$ cat config.mk
export PLATFORM = sky130hd
export DESIGN_NAME = gbn_tx
export DESIGN_NICKNAME = d
export VERILOG_FILES = /design/src/rtl/gbn_pkg.sv /design/src/rtl/gbn_store.sv /design/src/rtl/gbn_ctrl.sv /design/src/rtl/gbn_tx.sv
export SDC_FILE = /design/constraint.sdc
export NUM_CORES = 1
export LEC_CHECK = 0
export BUFFER_PORTS_ARGS = -buffer_cell sky130_fd_sc_hd__buf_4
export CAP_MARGIN = 20
export CORE_ASPECT_RATIO = 0.7
export CORE_MARGIN = 4
export CORE_UTILIZATION = 54
export DETAILED_ROUTE_END_ITERATION = 8
export GPL_ROUTABILITY_DRIVEN = 0
export PLACE_DENSITY_LB_ADDON = 0.12
export SYNTH_ARGS = -nofsm -noshare
export SYNTH_HDL_FRONTEND = slang
export SYNTH_HIERARCHICAL = 1
export SYNTH_SLANG_ARGS = --single-unit
$ cat constraint.sdc
create_clock -name clk -period 3.15 [get_ports clk]
set_input_delay 0.1575 -clock clk [delete_from_list [all_inputs] [get_ports clk]]
set_output_delay 0.1575 -clock clk [all_outputs]
set_load 0.05 [all_outputs]
$ cat src/rtl/gbn_pkg.sv
// Shared types for the go-back-N link sender.
package gbn_pkg;

    // Source of the flit loaded into the link output register this cycle.
    typedef enum logic [1:0] {
        SRC_NONE   = 2'd0,
        SRC_NEW    = 2'd1,
        SRC_REPLAY = 2'd2
    } tx_src_e;

endpackage

$ cat src/rtl/gbn_store.sv
// Retransmission storage: DEPTH flits, one write port, one combinational
// read port. Assumes DEPTH is a power of two so indices wrap naturally.
module gbn_store #(
    parameter int FLIT_W = 16,
    parameter int DEPTH  = 8,
    parameter int IDX_W  = $clog2(DEPTH)
) (
    input  logic              clk,
    input  logic              wr_en,
    input  logic [IDX_W-1:0]  wr_idx,
    input  logic [FLIT_W-1:0] wr_data,
    input  logic [IDX_W-1:0]  rd_idx,
    output logic [FLIT_W-1:0] rd_data
);

    logic [FLIT_W-1:0] mem [DEPTH];

    // Capture a newly accepted flit into its slot.
    always_ff @(posedge clk) begin
        if (wr_en) begin
            mem[wr_idx] <= wr_data;
        end
    end

    // Present the flit at the replay pointer.
    always_comb begin
        rd_data = mem[rd_idx];
    end

endmodule

$ cat src/rtl/gbn_ctrl.sv
// Window control for the go-back-N sender. Holds three sequence pointers:
// base (oldest unacknowledged), nxt (next to put on the link) and tail
// (next free slot), plus the epoch bit and the replay flag.
// Assumes DEPTH = 2^(SEQ_W-1), so the window never aliases the tag space,
// and that responses within one epoch arrive in send order.
module gbn_ctrl
    import gbn_pkg::*;
#(
    parameter int DEPTH = 8,
    parameter int SEQ_W = $clog2(DEPTH) + 1,
    parameter int IDX_W = $clog2(DEPTH)
) (
    input  logic             clk,
    input  logic             rst_n,
    input  logic             in_valid,
    output logic             in_ready,
    input  logic             rsp_valid,
    input  logic             rsp_nack,
    input  logic [SEQ_W:0]   rsp_tag,
    output tx_src_e          src,
    output logic [SEQ_W-1:0] tx_seq,
    output logic             epoch,
    output logic             replay,
    output logic [SEQ_W-1:0] occ,
    output logic             wr_en,
    output logic [IDX_W-1:0] wr_idx,
    output logic [IDX_W-1:0] rd_idx
);

    localparam logic [SEQ_W-1:0] DEPTH_V = SEQ_W'(DEPTH);
    localparam logic [SEQ_W-1:0] ONE_V   = SEQ_W'(1);

    logic [SEQ_W-1:0] base, nxt, tail;
    logic [SEQ_W-1:0] sent_cnt, rsp_seq, rsp_off, nxt_inc;
    logic             rsp_ep, in_win, rsp_live, accept;

    // Occupancy, window membership and upstream handshake.
    always_comb begin
        occ      = tail - base;
        sent_cnt = nxt - base;
        rsp_seq  = rsp_tag[SEQ_W-1:0];
        rsp_ep   = rsp_tag[SEQ_W];
        rsp_off  = rsp_seq - base;
        in_win   = (rsp_off < sent_cnt);
        rsp_live = rsp_valid && (rsp_ep == epoch) && in_win;
        in_ready = !replay && (occ != DEPTH_V);
        accept   = in_valid && in_ready;
        nxt_inc  = nxt + ONE_V;
    end

    // Choose what goes on the link and where the store is addressed.
    always_comb begin
        if (replay) begin
            src = SRC_REPLAY;
        end else if (accept) begin
            src = SRC_NEW;
        end else begin
            src = SRC_NONE;
        end
        tx_seq = nxt;
        wr_en  = accept;
        wr_idx = tail[IDX_W-1:0];
        rd_idx = nxt[IDX_W-1:0];
    end

    // Advance pointers on accept, acknowledge, rewind and replay.
    always_ff @(posedge clk) begin
        if (!rst_n) begin
            base   <= '0;
            nxt    <= '0;
            tail   <= '0;
            epoch  <= 1'b0;
            replay <= 1'b0;
        end else begin
            if (accept) begin
                tail <= tail + ONE_V;
            end
            if (rsp_live && !rsp_nack) begin
                base <= rsp_seq + ONE_V;
            end
            if (rsp_live && rsp_nack) begin
                base   <= rsp_seq;
                nxt    <= rsp_seq;
                replay <= 1'b1;
                epoch  <= ~epoch;
            end else if (replay) begin
                nxt <= nxt_inc;
                if (nxt_inc == tail) begin
                    replay <= 1'b0;
                end
            end else if (accept) begin
                nxt <= nxt_inc;
            end
        end
    end

endmodule

$ cat src/rtl/gbn_tx.sv
// Go-back-N speculative link sender. Accepts flits upstream, sends each one
// registered on the link with its {epoch, seq} tag, keeps it until a
// cumulative acknowledgement frees it, and on a rejection replays from the
// rejected flit. Assumes DEPTH is a power of two and SEQ_W is left at its
// derived default.
module gbn_tx #(
    parameter int FLIT_W = 16,
    parameter int DEPTH  = 8,
    parameter int SEQ_W  = $clog2(DEPTH) + 1
) (
    input  logic              clk,
    input  logic              rst_n,
    input  logic              in_valid,
    output logic              in_ready,
    input  logic [FLIT_W-1:0] in_flit,
    output logic              out_req,
    output logic [FLIT_W-1:0] out_flit,
    output logic [SEQ_W:0]    out_tag,
    input  logic              rsp_valid,
    input  logic              rsp_nack,
    input  logic [SEQ_W:0]    rsp_tag
);
    import gbn_pkg::*;

    localparam int IDX_W = $clog2(DEPTH);

    tx_src_e           src;
    logic [SEQ_W-1:0]  tx_seq, occ;
    logic              epoch, replay, wr_en;
    logic [IDX_W-1:0]  wr_idx, rd_idx;
    logic [FLIT_W-1:0] rd_data;

    gbn_ctrl #(.DEPTH(DEPTH), .SEQ_W(SEQ_W), .IDX_W(IDX_W)) u_ctrl (
        .clk      (clk),
        .rst_n    (rst_n),
        .in_valid (in_valid),
        .in_ready (in_ready),
        .rsp_valid(rsp_valid),
        .rsp_nack (rsp_nack),
        .rsp_tag  (rsp_tag),
        .src      (src),
        .tx_seq   (tx_seq),
        .epoch    (epoch),
        .replay   (replay),
        .occ      (occ),
        .wr_en    (wr_en),
        .wr_idx   (wr_idx),
        .rd_idx   (rd_idx)
    );

    gbn_store #(.FLIT_W(FLIT_W), .DEPTH(DEPTH), .IDX_W(IDX_W)) u_store (
        .clk    (clk),
        .wr_en  (wr_en),
        .wr_idx (wr_idx),
        .wr_data(in_flit),
        .rd_idx (rd_idx),
        .rd_data(rd_data)
    );

    // Register the selected flit and its tag onto the link.
    always_ff @(posedge clk) begin
        if (!rst_n) begin
            out_req  <= 1'b0;
            out_flit <= '0;
            out_tag  <= '0;
        end else begin
            out_req <= (src != SRC_NONE);
            if (src != SRC_NONE) begin
                out_flit <= (src == SRC_REPLAY) ? rd_data : in_flit;
                out_tag  <= {epoch, tx_seq};
            end
        end
    end

endmodule

After elaboration in Yosys (flattened, before gate mapping)
Memory sizes are Yosys's and may differ from the RTL's. A register that Yosys moved wholly into a read port is not among the register bits.
Index checks and enable logic that the tools add are counted.
- output and inout bits: 23
- memories kept: 1
- word-level logic and storage cells: 47
- memory bits (read-only): 0
- latch bits: 0
- RAM bits: 128
- bits in registers: 36
- memories (memory ; words ; width ; rd ports ; clocked after memory_dff ; write ports ; line ; text):
    u_store.mem ; 8 ; 16 ; 1 ; 1 ; 1 ; gbn_store.sv:16 ; logic [FLIT_W-1:0] mem [DEPTH];
- multiply operators: 0
- add/subtract/negate cells: 6
- shift operators: 0
- reduce and logical (&&, ||, !) cells: 11
- bitwise gates (word level): 1
- muxes and demuxes: 15
- divide/modulo/power cells: 0
- magnitude comparators: 1
- eq/ne operators: 4
- operator list (operator ; count):
    $mux W4 ; 5
    $mux W16 ; 1
    $add A4 B1 Y4 const B ; 3
    $sub A4 B4 Y4 ; 3
    $logic_and A1 B1 Y1 ; 6
    $mux W1 ; 6
    $mux W3 ; 2
    $eq A4 B4 Y1 ; 1
    $lt A4 B4 Y1 ; 1
    $ne A4 B4 Y1 const B ; 1
    $reduce_bool A2 Y1 ; 2
    $reduce_bool A3 Y1 ; 1
    $eq A2 B2 Y1 const B ; 1
    $logic_not A1 Y1 ; 2
    $mux W2 ; 1
    $eq A1 B1 Y1 ; 1
    $not A1 Y1 ; 1

Longest topological paths before layout
Gate-level depths: netlist of run 1.
- depth in word-level cells: 9
- depth in mapped cells: 12
- mapped depth without buffers: 12

By module
Netlist of run 1, hierarchy kept.
- by module, submodules not included (module ; cells an instance ; times used ; area an instance (µm²)):
    gbn_store ; 198 ; 1 ; 4973.5
    gbn_ctrl ; 164 ; 1 ; 1400.1
    gbn_tx ; 95 ; 1 ; 1072.3

Least setup slack after synthesis of run 1
Ideal clock, no wire load.
- kind: register -> register
- from: register u_ctrl.tail[0]
- to: memory u_store.mem[0][0], enable pin
- stages on the path, launching flop included: 11
- path slack: -0.071 ns
- clock period less this slack: 3.221 ns
- path buffers: 1
- data required time: 2.741 ns
- library setup time: 0.409 ns
- arrival: 2.812 ns
- path through: dfxtp_1 inv_1 ha_1 inv_1 fa_1 xnor2_2 nand2_2 o311a_1 buf_6 nand2b_1 nor3_1
- word-level cells in the longest chain between the ends: 6
- ends and longest elaborated chain (what ; line ; text):
    from (decl) ; gbn_ctrl.sv:33 ; logic [SEQ_W-1:0] base, nxt, tail;
    from (signal assigned) ; gbn_ctrl.sv:76 ; tail <= tail + ONE_V;
    $sub A4 B4 Y4 ; gbn_ctrl.sv:39 ; occ = tail - base;
    $ne A4 B4 Y1 ; gbn_ctrl.sv:46 ; in_ready = !replay && (occ != DEPTH_V);
    $logic_and A1 B1 Y1 ; gbn_ctrl.sv:46 ;
    $logic_and A1 B1 Y1 ; gbn_ctrl.sv:47 ; accept = in_valid && in_ready;
    via wr_en ; gbn_tx.sv:29 ; logic epoch, replay, wr_en;
    $mux W1 ; gbn_store.sv:20 ; if (wr_en) begin
    $mux W1 (not written as such) ; gbn_store.sv:21 ; mem[wr_idx] <= wr_data;
    to (decl) ; gbn_store.sv:16 ;
The timed path passes the listed nets, and every way through them passes these cells.

Worst setup path after layout of run 1
- from: register u_ctrl.tail[1]
- to: memory u_store.mem[4][6], enable pin
Same word-level chain as after synthesis.

==> results.yml, run 1 <==
floorplanning:
  ios: 49
  die-area_sq_um: 15700
  die_w_um: 148
  core-area_sq_um: 13300
  die_h_um: 106
  initial_core_util: 0.559
  rows: 35
cts:
  root_buffer: "clkbuf_16"
  clk_path_buf_depth: 2
  cts.sinks: 164
  htreeDepth: 4
  cts.reportedPaths.clkPinSlew_ns: 0.07
  clock_latency_ns: 0.41
  cts.repair.resized: 0
  cts_tree: "done"
  cts_inserted_buffers: 17
timing:
  clock.fmax_mhz: 334
  fin_ws_ns: 0.160
  tightest_slew_ns: 0.659
  clock_skew_ns: 0.0141
  slew_violations: 0
  period_share: 0.949
  setup_viol: 0
  relSlewSlack: 0.561
  rsz0062_at_grt: "false"
  min_period_ns: 2.99
  hold_violations: 0
  setup_tns_ns: 0
critical_path:
  reg2reg_depth: 7
  rrSetupSlack_ns: 0.16
  cp-end-kind: "register"
  critical_path_class: "reg -> reg"
  critPathMaxFanout: 16
  cp_data_required_time_ns: 3.23
  worstPathArrival_ns: 3.07
  r2r-start: "u_ctrl/tail[1]$_SDFFE_PN0P_"
  startpoint_type: "register"
  timing.rr.end: "u_store/mem[4][6]$_DFFE_PP_"
pwr:
  leakage_nw: 3.24
  power.share.switching: 0.370
  power_frac_clock: 0.222
  p_sw_mw: 3.13
  internal_power_mw: 5.34
  pwr-share-seq: 0.342
  combPwrFrac: 0.436
  irDropWorstVdd_v: 0.000509
  cellPowerDensity_nw_per_um2: 978
grt:
  grt_usage: 0.196
  antenna_found_initial: 0
  overflow: 0
  grt_max_degree: 39
  grt_pass1_wl_mm: 23.0
  grt_pass1_vias: 4058
layout:
  fillers: 984
  layout.cells.non_filler: 724
  antenna_cells: 0
  seqCellArea_sq_um: 4570
  synthToLayoutAreaGrowth_pct: 16.4
  nNetsFinal: 570
  multi_input_area_sq_um: 2610
  drive_gt1_frac: 0.241
run_status:
  status: "complete, no violations"
detailed_routing:
  drt_wl_total_mm: 14.6
  via_per_inst: 5.62
  vias: 4071
  drc_errors: 0
  drt_iter0_markers: 355
  ant_nets: 0
  wl_per_cell_um: 20.2
  first_pass_iters: 4
run:
  cap_violations: 0
hold_path:
  hold_depth: 3
  hold_class: "in -> reg"
  hold-path-endpoint: "u_ctrl/tx_seq[0]$_SDFFE_PN0P_"
  hp-start: "rsp_tag[0]"
synth:
  synthCells: 455
  synth_nets: 499
  yosysWarnings: 6
  syn-mean-instance-area_sq_um: 16.3
  netlist_area_sq_um: 7440
placement:
  io_buffer_count: 48
  dp_cells: 676
  hpwl_mm: 9.15
  dp_slack_ns: 0.220
-- registers in the layout, summed over array words and instances (netlist names) --
name	flops
out_req	1
out_tag	5
u_ctrl/base	4
u_ctrl/replay	1
u_ctrl/tx_seq	4
u_ctrl/tail	4
out_flit	16
u_ctrl/epoch	1
u_store/mem	128
-- critical path: stages (launching register included) --
cell and delay (ns):
dfxtp_1 0.59, ha_1 0.32, and3b_1 0.20, nor3_1 0.34, o311a_1 0.50, nand2_1 0.21
nor3_2 0.15, buf_4 0.32
-- cell type report --
cell class              instances  area share
clock buffers                  18      0.0507
clock inverters                14      0.0120
inverters                      17     0.00737
multi-input cells             245       0.301
flip-flops and latches        164       0.527
well taps                     185      0.0267
repair buffers                 81      0.0748
-- routing by layer --
metal | part of all wire | track usage | vias up | wire length [um]
met4 | 0.0024 | 0.0396 | 0 | 35
met1 | 0.48 | 0.295 | 2044 | 7090
met5 | 0 | 0 | - | 0
met2 | 0.45 | 0.292 | 106 | 6620
met3 | 0.061 | 0.0524 | 2 | 890
li1 | - | - | 1919 | -
-- cells in the final DEF (no fill, tap or decap), drive strengths merged, types with 10 or more instances in the layout --
cell         instances
edfxtp             128
buf                 65
dfxtp               36
mux4                32
mux2                32
inv                 20
clkbuf              18
o211a               16
dlygate4sd3         16
xnor2               16
ha                  15
nor2                14
nand2               12
nand2b              11
or2b                10
a21oi               10
-- worst max-delay path by stage --
stage | from | endpoint | slack, ns | depth (start not counted)
floorplan | u_ctrl/tail[0]$_SDFFE_PN0P_ | u_store/mem[2][0]$_DFFE_PP_ | 0.37 | 10
global placement | u_ctrl/tail[1]$_SDFFE_PN0P_ | u_store/mem[0][1]$_DFFE_PP_ | 0.30 | 7
detailed placement | u_ctrl/tail[1]$_SDFFE_PN0P_ | u_store/mem[4][5]$_DFFE_PP_ | 0.22 | 7
CTS | u_ctrl/tail[1]$_SDFFE_PN0P_ | u_store/mem[4][6]$_DFFE_PP_ | 0.20 | 7
global route | u_ctrl/tail[1]$_SDFFE_PN0P_ | u_store/mem[4][6]$_DFFE_PP_ | 0.05 | 7
finish | u_ctrl/tail[1]$_SDFFE_PN0P_ | u_store/mem[4][6]$_DFFE_PP_ | 0.16 | 7
-- power groups by stage --
stage,Clock [mW],Sequential (mW),Combinational [mW]
2_1_floorplan,0,3.32,2.46
3_3_place_gp,0,2.93,3.60
3_5_place_dp,0,2.95,3.68
4_1_cts,1.92,2.90,3.71
5_1_grt,2.03,2.94,4.00
6_report,1.88,2.90,3.69
-- repair_timing --
action / CTS / global route
endpoints found under the setup margin: 0 / 0
hold buffers: 16 / 0
buffers inserted: 0 / 0
endpoints found under the hold margin: 128 / 0
-- stage by stage --
stage | hold WS, ns | util | area [sq um] | total power, mW
6_report | 0.0293 | 0.650 | 8660 | 8.47
5_1_grt | 0.0405 | 0.650 | 8660 | 8.98
4_1_cts | 0.00858 | 0.650 | 8660 | 8.53
3_5_place_dp | 0.407 | 0.598 | 7960 | 6.63
3_3_place_gp | 0.398 | 0.598 | 7960 | 6.53
2_1_floorplan | 0.256 | - | 7450 | 5.79
Power figures use the tool's default switching activity.
==> run 2, diff against run 1 <==
--- a/config.mk
+++ b/config.mk
@@ -13,6 +13,7 @@
 export DETAILED_ROUTE_END_ITERATION = 8
 export GPL_ROUTABILITY_DRIVEN = 0
 export PLACE_DENSITY_LB_ADDON = 0.12
+export RECOVER_POWER = 50
 export SYNTH_ARGS = -nofsm -noshare
 export SYNTH_HDL_FRONTEND = slang
 export SYNTH_HIERARCHICAL = 1
==> results.yml, run 2 (same netlist as run 1, synthesis figures left out) <==
grt:
  antenna_found_initial: 0
  grt_use_met1: 0.295
  met2_usage: 0.292
  grt_max_degree: 39
  grt-busiest-layer: "met1"
  overflow: 0
  grt_usage: 0.196
  grt_pass1_vias: 4058
  grt_pass1_wl_mm: 23.0
  met3_usage: 0.0524
critical_path:
  crit_path_start: "u_ctrl/tail[1]$_SDFFE_PN0P_"
  worstPathArrival_ns: 3.06
  reg2reg_depth: 7
  critical_path_class: "reg -> reg"
  rrSetupSlack_ns: 0.18
  startpoint_type: "register"
  cp_data_required_time_ns: 3.24
  timing.rr.end: "u_store/mem[4][6]$_DFFE_PP_"
  critPathMaxFanout: 16
  cp-end-kind: "register"
  r2r-start: "u_ctrl/tail[1]$_SDFFE_PN0P_"
floorplanning:
  die_w_um: 148
  core-area_sq_um: 13300
  ios: 49
  rows: 35
  die_h_um: 106
  initial_core_util: 0.559
  die-area_sq_um: 15700
detailed_routing:
  first_pass_iters: 5
  drc_errors: 0
  vias: 4112
  drt_iter0_markers: 324
  ant_nets: 0
  drt_wl_total_mm: 14.7
  wl_per_cell_um: 20.3
  via_per_inst: 5.68
timing:
  setup_tns_ns: 0
  setup_viol: 0
  clock_skew_ns: 0.0154
  tightest_slew_ns: 0.680
  period_share: 0.944
  relSlewSlack: 0.548
  rsz0062_at_grt: "false"
  clock.fmax_mhz: 336
  min_period_ns: 2.97
  hold_violations: 0
  slew_violations: 0
  holdWs_ns: 0.0187
layout:
  final_cell_mix: "128 x edfxtp_1, 39 x clkbuf_1, 35 x dfxtp_1"
  antenna_cells: 0
  largest_reg_flops: 128
  regMostFlops: "u_store/mem"
  multi_input_area_sq_um: 2610
  final_common_cell: "edfxtp_1"
  finalCoreUtilization: 0.639
  fillers: 1022
  seqCellArea_sq_um: 4570
  reg_top3: "u_store/mem: 128 flops, out_flit: 16 flops, out_tag: 5 flops"
  drive_gt1_frac: 0.169
  synthToLayoutAreaGrowth_pct: 14.4
  nNetsFinal: 570
pwr:
  combPwrFrac: 0.428
  irDropWorstVdd_v: 0.000498
  leakage_nw: 3.09
  pwr-share-seq: 0.347
  cellPowerDensity_nw_per_um2: 981
  internal_power_mw: 5.21
  power_frac_clock: 0.225
  power.share.switching: 0.376
  p_sw_mw: 3.14
placement:
  hpwl_mm: 9.15
  io_buffer_count: 48
cts:
  root_buffer: "clkbuf_16"
  clk_path_buf_depth: 2
  cts_inserted_buffers: 17
  clock_latency_ns: 0.42
  cts.sinks: 164
  htreeDepth: 4
  cts.reportedPaths.clkPinSlew_ns: 0.07
  cts_tree: "done"
run_status:
  status: "complete, no violations"
hold_path:
  hold_class: "in -> reg"
  hp-start: "rsp_tag[0]"
  hold_depth: 3
  hold-path-endpoint: "u_ctrl/tx_seq[0]$_SDFFE_PN0P_"
run:
  cap_violations: 0
[run 2: changes by cell type in the layout (fill, tap and decap cells not counted), sizes merged]
cell    delta
clkbuf    +39
buf       -39
[run 2: area by class of cell]
class,instances,area share
clock inverters,14,0.0122
clock buffers,18,0.0516
well taps,185,0.0272
flip-flops and latches,164,0.536
multi-input cells,245,0.306
repair buffers,81,0.0589
inverters,17,0.00750
[run 2: worst max path at each step]
stage | to | slack (ns) | cells past startpoint
after detailed placement | u_store/mem[4][5]$_DFFE_PP_ | 0.22 | 7
after global placement | u_store/mem[0][1]$_DFFE_PP_ | 0.30 | 7
final | u_store/mem[4][6]$_DFFE_PP_ | 0.18 | 7
after floorplan | u_store/mem[2][0]$_DFFE_PP_ | 0.37 | 10
after CTS | u_store/mem[4][6]$_DFFE_PP_ | 0.20 | 7
after global routing | u_store/mem[4][6]$_DFFE_PP_ | 0.05 | 7
[run 2: power by group through the flow]
stage	clock [mW]	sequential [mW]	combinational (mW)
2_1_floorplan	0	3.32	2.46
3_3_place_gp	0	2.93	3.60
3_5_place_dp	0	2.95	3.68
4_1_cts	1.92	2.90	3.71
5_1_grt	2.03	2.94	3.88
6_report	1.88	2.90	3.57
[run 2: through the flow]
stage | total power [mW] | setup slack [ns] | cell area [sq um] | cells
2_1_floorplan | 5.79 | 0.367 | 7450 | 455
3_3_place_gp | 6.53 | 0.299 | 7960 | 676
3_5_place_dp | 6.63 | 0.220 | 7960 | 676
4_1_cts | 8.53 | 0.203 | 8660 | 724
5_1_grt | 8.85 | 0.0547 | 8510 | 724
6_report | 8.35 | 0.175 | 8510 | 724
[run 2: critical path, stage by stage (launching register included)]
cell and delay, ns:
dfxtp_1 0.59, ha_1 0.32, and3b_1 0.20, nor3_1 0.34, o311a_1 0.49, nand2_1 0.21, nor3_2 0.15, buf_4 0.32
[run 2: repair_timing]
item | 4_1_cts | 5_1_grt
endpoints found under the hold margin | 128 | 0
resized for setup | 0 | 0
hold buffers | 16 | 0
setup buffers | 0 | 0
[run 2: metal layers]
layer | share of wire | vias to the layer above
met5 | 0 | -
met4 | 0.0058 | 0
met1 | 0.50 | 2093
met2 | 0.45 | 92
met3 | 0.044 | 6
li1 | - | 1921
==> run 3, diff against run 2 <==
--- a/config.mk
+++ b/config.mk
@@ -8,11 +8,11 @@
 export BUFFER_PORTS_ARGS = -buffer_cell sky130_fd_sc_hd__buf_4
 export CAP_MARGIN = 20
 export CORE_ASPECT_RATIO = 0.7
-export CORE_MARGIN = 4
-export CORE_UTILIZATION = 54
+export CORE_MARGIN = 1.5
+export CORE_UTILIZATION = 55
 export DETAILED_ROUTE_END_ITERATION = 8
 export GPL_ROUTABILITY_DRIVEN = 0
-export PLACE_DENSITY_LB_ADDON = 0.12
+export PLACE_DENSITY = 0.82
 export RECOVER_POWER = 50
 export SYNTH_ARGS = -nofsm -noshare
 export SYNTH_HDL_FRONTEND = slang
==> constraint.sdc (replaced) <==
create_clock -name clk -period 3.7 [get_ports clk]
set_input_delay 0.185 -clock clk [delete_from_list [all_inputs] [get_ports clk]]
set_output_delay 0.185 -clock clk [all_outputs]
set_load 0.05 [all_outputs]
==> results.yml, run 3 (same netlist as run 1, synthesis figures left out) <==
hold_path:
  hold_depth: 3
  hp-start: "rsp_tag[0]"
  hold_class: "in -> reg"
  hold-path-endpoint: "u_ctrl/tx_seq[0]$_SDFFE_PN0P_"
critical_path:
  critical_path_class: "reg -> reg"
  worstPathCellList: "ha_1, and3b_1, nor3_1, o311a_1, nand2b_1, nor2_1, buf_4"
  cp_slowest_cell: "dfxtp_1"
  critical_path_buf_inv_count: 1
  reg2reg_depth: 7
  critPathMaxFanout: 11
  timing.rr.end: "u_store/mem[1][7]$_DFFE_PP_"
  worstPathArrival_ns: 3.59
  r2r-start: "u_ctrl/tail[1]$_SDFFE_PN0P_"
  cp-end-kind: "register"
  rrSetupSlack_ns: 0.23
  startpoint_type: "register"
  slowest_delay_ns: 0.63
  critical-path-top-delay-family: "simple AND/OR/NAND/NOR gates"
  cp_data_required_time_ns: 3.82
run_status:
  status: "complete, no violations"
layout:
  regMostFlops: "u_store/mem"
  seqCellArea_sq_um: 4560
  fillers: 936
  multi_input_area_sq_um: 2610
  final_cell_mix: "128 x edfxtp_1, 39 x clkbuf_1, 36 x dfxtp_1"
  synthToLayoutAreaGrowth_pct: 13.4
  largest_reg_flops: 128
  reg_top3: "u_store/mem: 128 flops, out_flit: 16 flops, out_tag: 5 flops"
  antenna_cells: 0
  final_common_cell: "edfxtp_1"
  nNetsFinal: 553
  drive_gt1_frac: 0.169
detailed_routing:
  route.met3.wl_mm: 1.14
  ant_nets: 0
  wirelength_met1_mm: 6.97
  first_pass_iters: 5
  top_layer_used: "met4"
  drt_iter0_markers: 417
  vias: 4296
  drt_wl_total_mm: 16.1
  drc_errors: 0
  via_per_inst: 6.08
  wl_met2_mm: 7.76
  wl_per_cell_um: 22.8
floorplanning:
  die-area_sq_um: 14200
  rows: 35
  initial_core_util: 0.564
  ios: 49
  core-area_sq_um: 13200
  die_h_um: 100
  die_w_um: 142
timing:
  tightest_slew_ns: 0.941
  hold_violations: 0
  setup_viol: 0
  min_period_ns: 3.47
  setup_tns_ns: 0
  period_share: 0.938
  slew_violations: 0
  clock.fmax_mhz: 288
  relSlewSlack: 0.372
  clock_skew_ns: 0.00948
  rsz0062_at_grt: "false"
cts:
  htreeDepth: 4
  clk_path_buf_depth: 2
  cts.sinks: 164
  cts.reportedPaths.clkPinSlew_ns: 0.06
  root_buffer: "clkbuf_16"
  cts_tree: "done"
  cts_inserted_buffers: 17
  cts_setup_buffers: 0
  clock_latency_ns: 0.42
pwr:
  irDropWorstVdd_v: 0.000495
  leakage_nw: 3.07
  total_power_mw: 7.42
  cellPowerDensity_nw_per_um2: 879
placement:
  io_buffer_count: 48
  hpwl_mm: 9.64
run:
  cap_violations: 0
grt:
  grt_max_degree: 39
  grt_pass1_wl_mm: 25.0
  antenna_found_initial: 0
  grt_usage: 0.243
  grt_pass1_vias: 4407
  overflow: 0
==> run 3: changes by cell type in the layout (fill, tap and decap cells not counted), sizes merged <==
| cell | before | now |
|---|---|---|
| buf | 26 | 22 |
| bufinv | 0 | 3 |
| clkinv | 8 | 2 |
| clkinvlp | 3 | 0 |
| dlygate4sd3 | 16 | 3 |
| inv | 20 | 26 |
==> run 3: repair_timing <==
action | 4_1_cts | 5_1_grt
gates resized for setup | 0 | 1
setup endpoints to repair | 0 | 8
hold buffers | 3 | 0
endpoints found under the hold margin | 19 | 0
==> run 3: through the flow <==
step / hold slack (ns) / instance area (sq um) / utilization / worst slack (ns) / std cells
6_report: 0.0232 / 8430 / 0.640 / 0.230 / 707
2_1_floorplan: 0.284 / 7440 / - / 0.490 / 455
3_3_place_gp: 0.431 / 7930 / 0.601 / 0.537 / 672
3_5_place_dp: 0.434 / 7930 / 0.601 / 0.286 / 672
4_1_cts: 0.00401 / 8580 / 0.651 / 0.206 / 707
5_1_grt: 0.0422 / 8430 / 0.640 / 0.0126 / 707
==> run 3: metal layers <==
| metal | GRT usage | up-vias |
|---|---|---|
| met3 | 0.0539 | 21 |
| met5 | 0 | - |
| met1 | 0.340 | 2218 |
| li1 | - | 1885 |
| met4 | 0.0809 | 0 |
| met2 | 0.383 | 172 |
==> run 3: area by class of cell <==
| class | instances | area share |
|---|---|---|
| Clock buffer | 18 | 0.0521 |
| Clock inverter | 14 | 0.0223 |
| Inverter | 17 | 0.00757 |
| Multi-Input combinational cell | 245 | 0.309 |
| Sequential cell | 164 | 0.541 |
| Tap cell | 185 | 0.0274 |
| Timing Repair Buffer | 64 | 0.0405 |
==> run 3: worst max-delay path by stage <==
stage,start,end,slack [ns],cells after the start
4_1_cts,u_ctrl/tail[0]$_SDFFE_PN0P_,u_store/mem[5][2]$_DFFE_PP_,0.21,10
3_3_place_gp,u_ctrl/tail[0]$_SDFFE_PN0P_,u_store/mem[5][7]$_DFFE_PP_,0.54,10
2_1_floorplan,u_ctrl/tail[0]$_SDFFE_PN0P_,u_store/mem[0][0]$_DFFE_PP_,0.49,10
6_report,u_ctrl/tail[1]$_SDFFE_PN0P_,u_store/mem[1][7]$_DFFE_PP_,0.23,7
3_5_place_dp,u_ctrl/tail[0]$_SDFFE_PN0P_,u_store/mem[5][4]$_DFFE_PP_,0.29,10
5_1_grt,u_ctrl/tail[0]$_SDFFE_PN0P_,u_store/mem[1][7]$_DFFE_PP_,0.01,10
==> run 3: power breakdown <==
| part | internal [mW] | total (mW) | switching, mW | leakage (nW) |
|---|---|---|---|---|
| registers | 2.33 | 2.50 | 0.169 | 1.46 |
| logic | 1.19 | 3.05 | 1.86 | 1.30 |
| clock network | 1.11 | 1.87 | 0.764 | 0.311 |
| total | 4.62 | 7.42 | 2.79 | 3.07 |
==> run 3: tightest hold or removal path, cell delays in order <==
cell	delay, ns
buf_4	0.10
nand3_1	0.06
o31ai_1	0.06
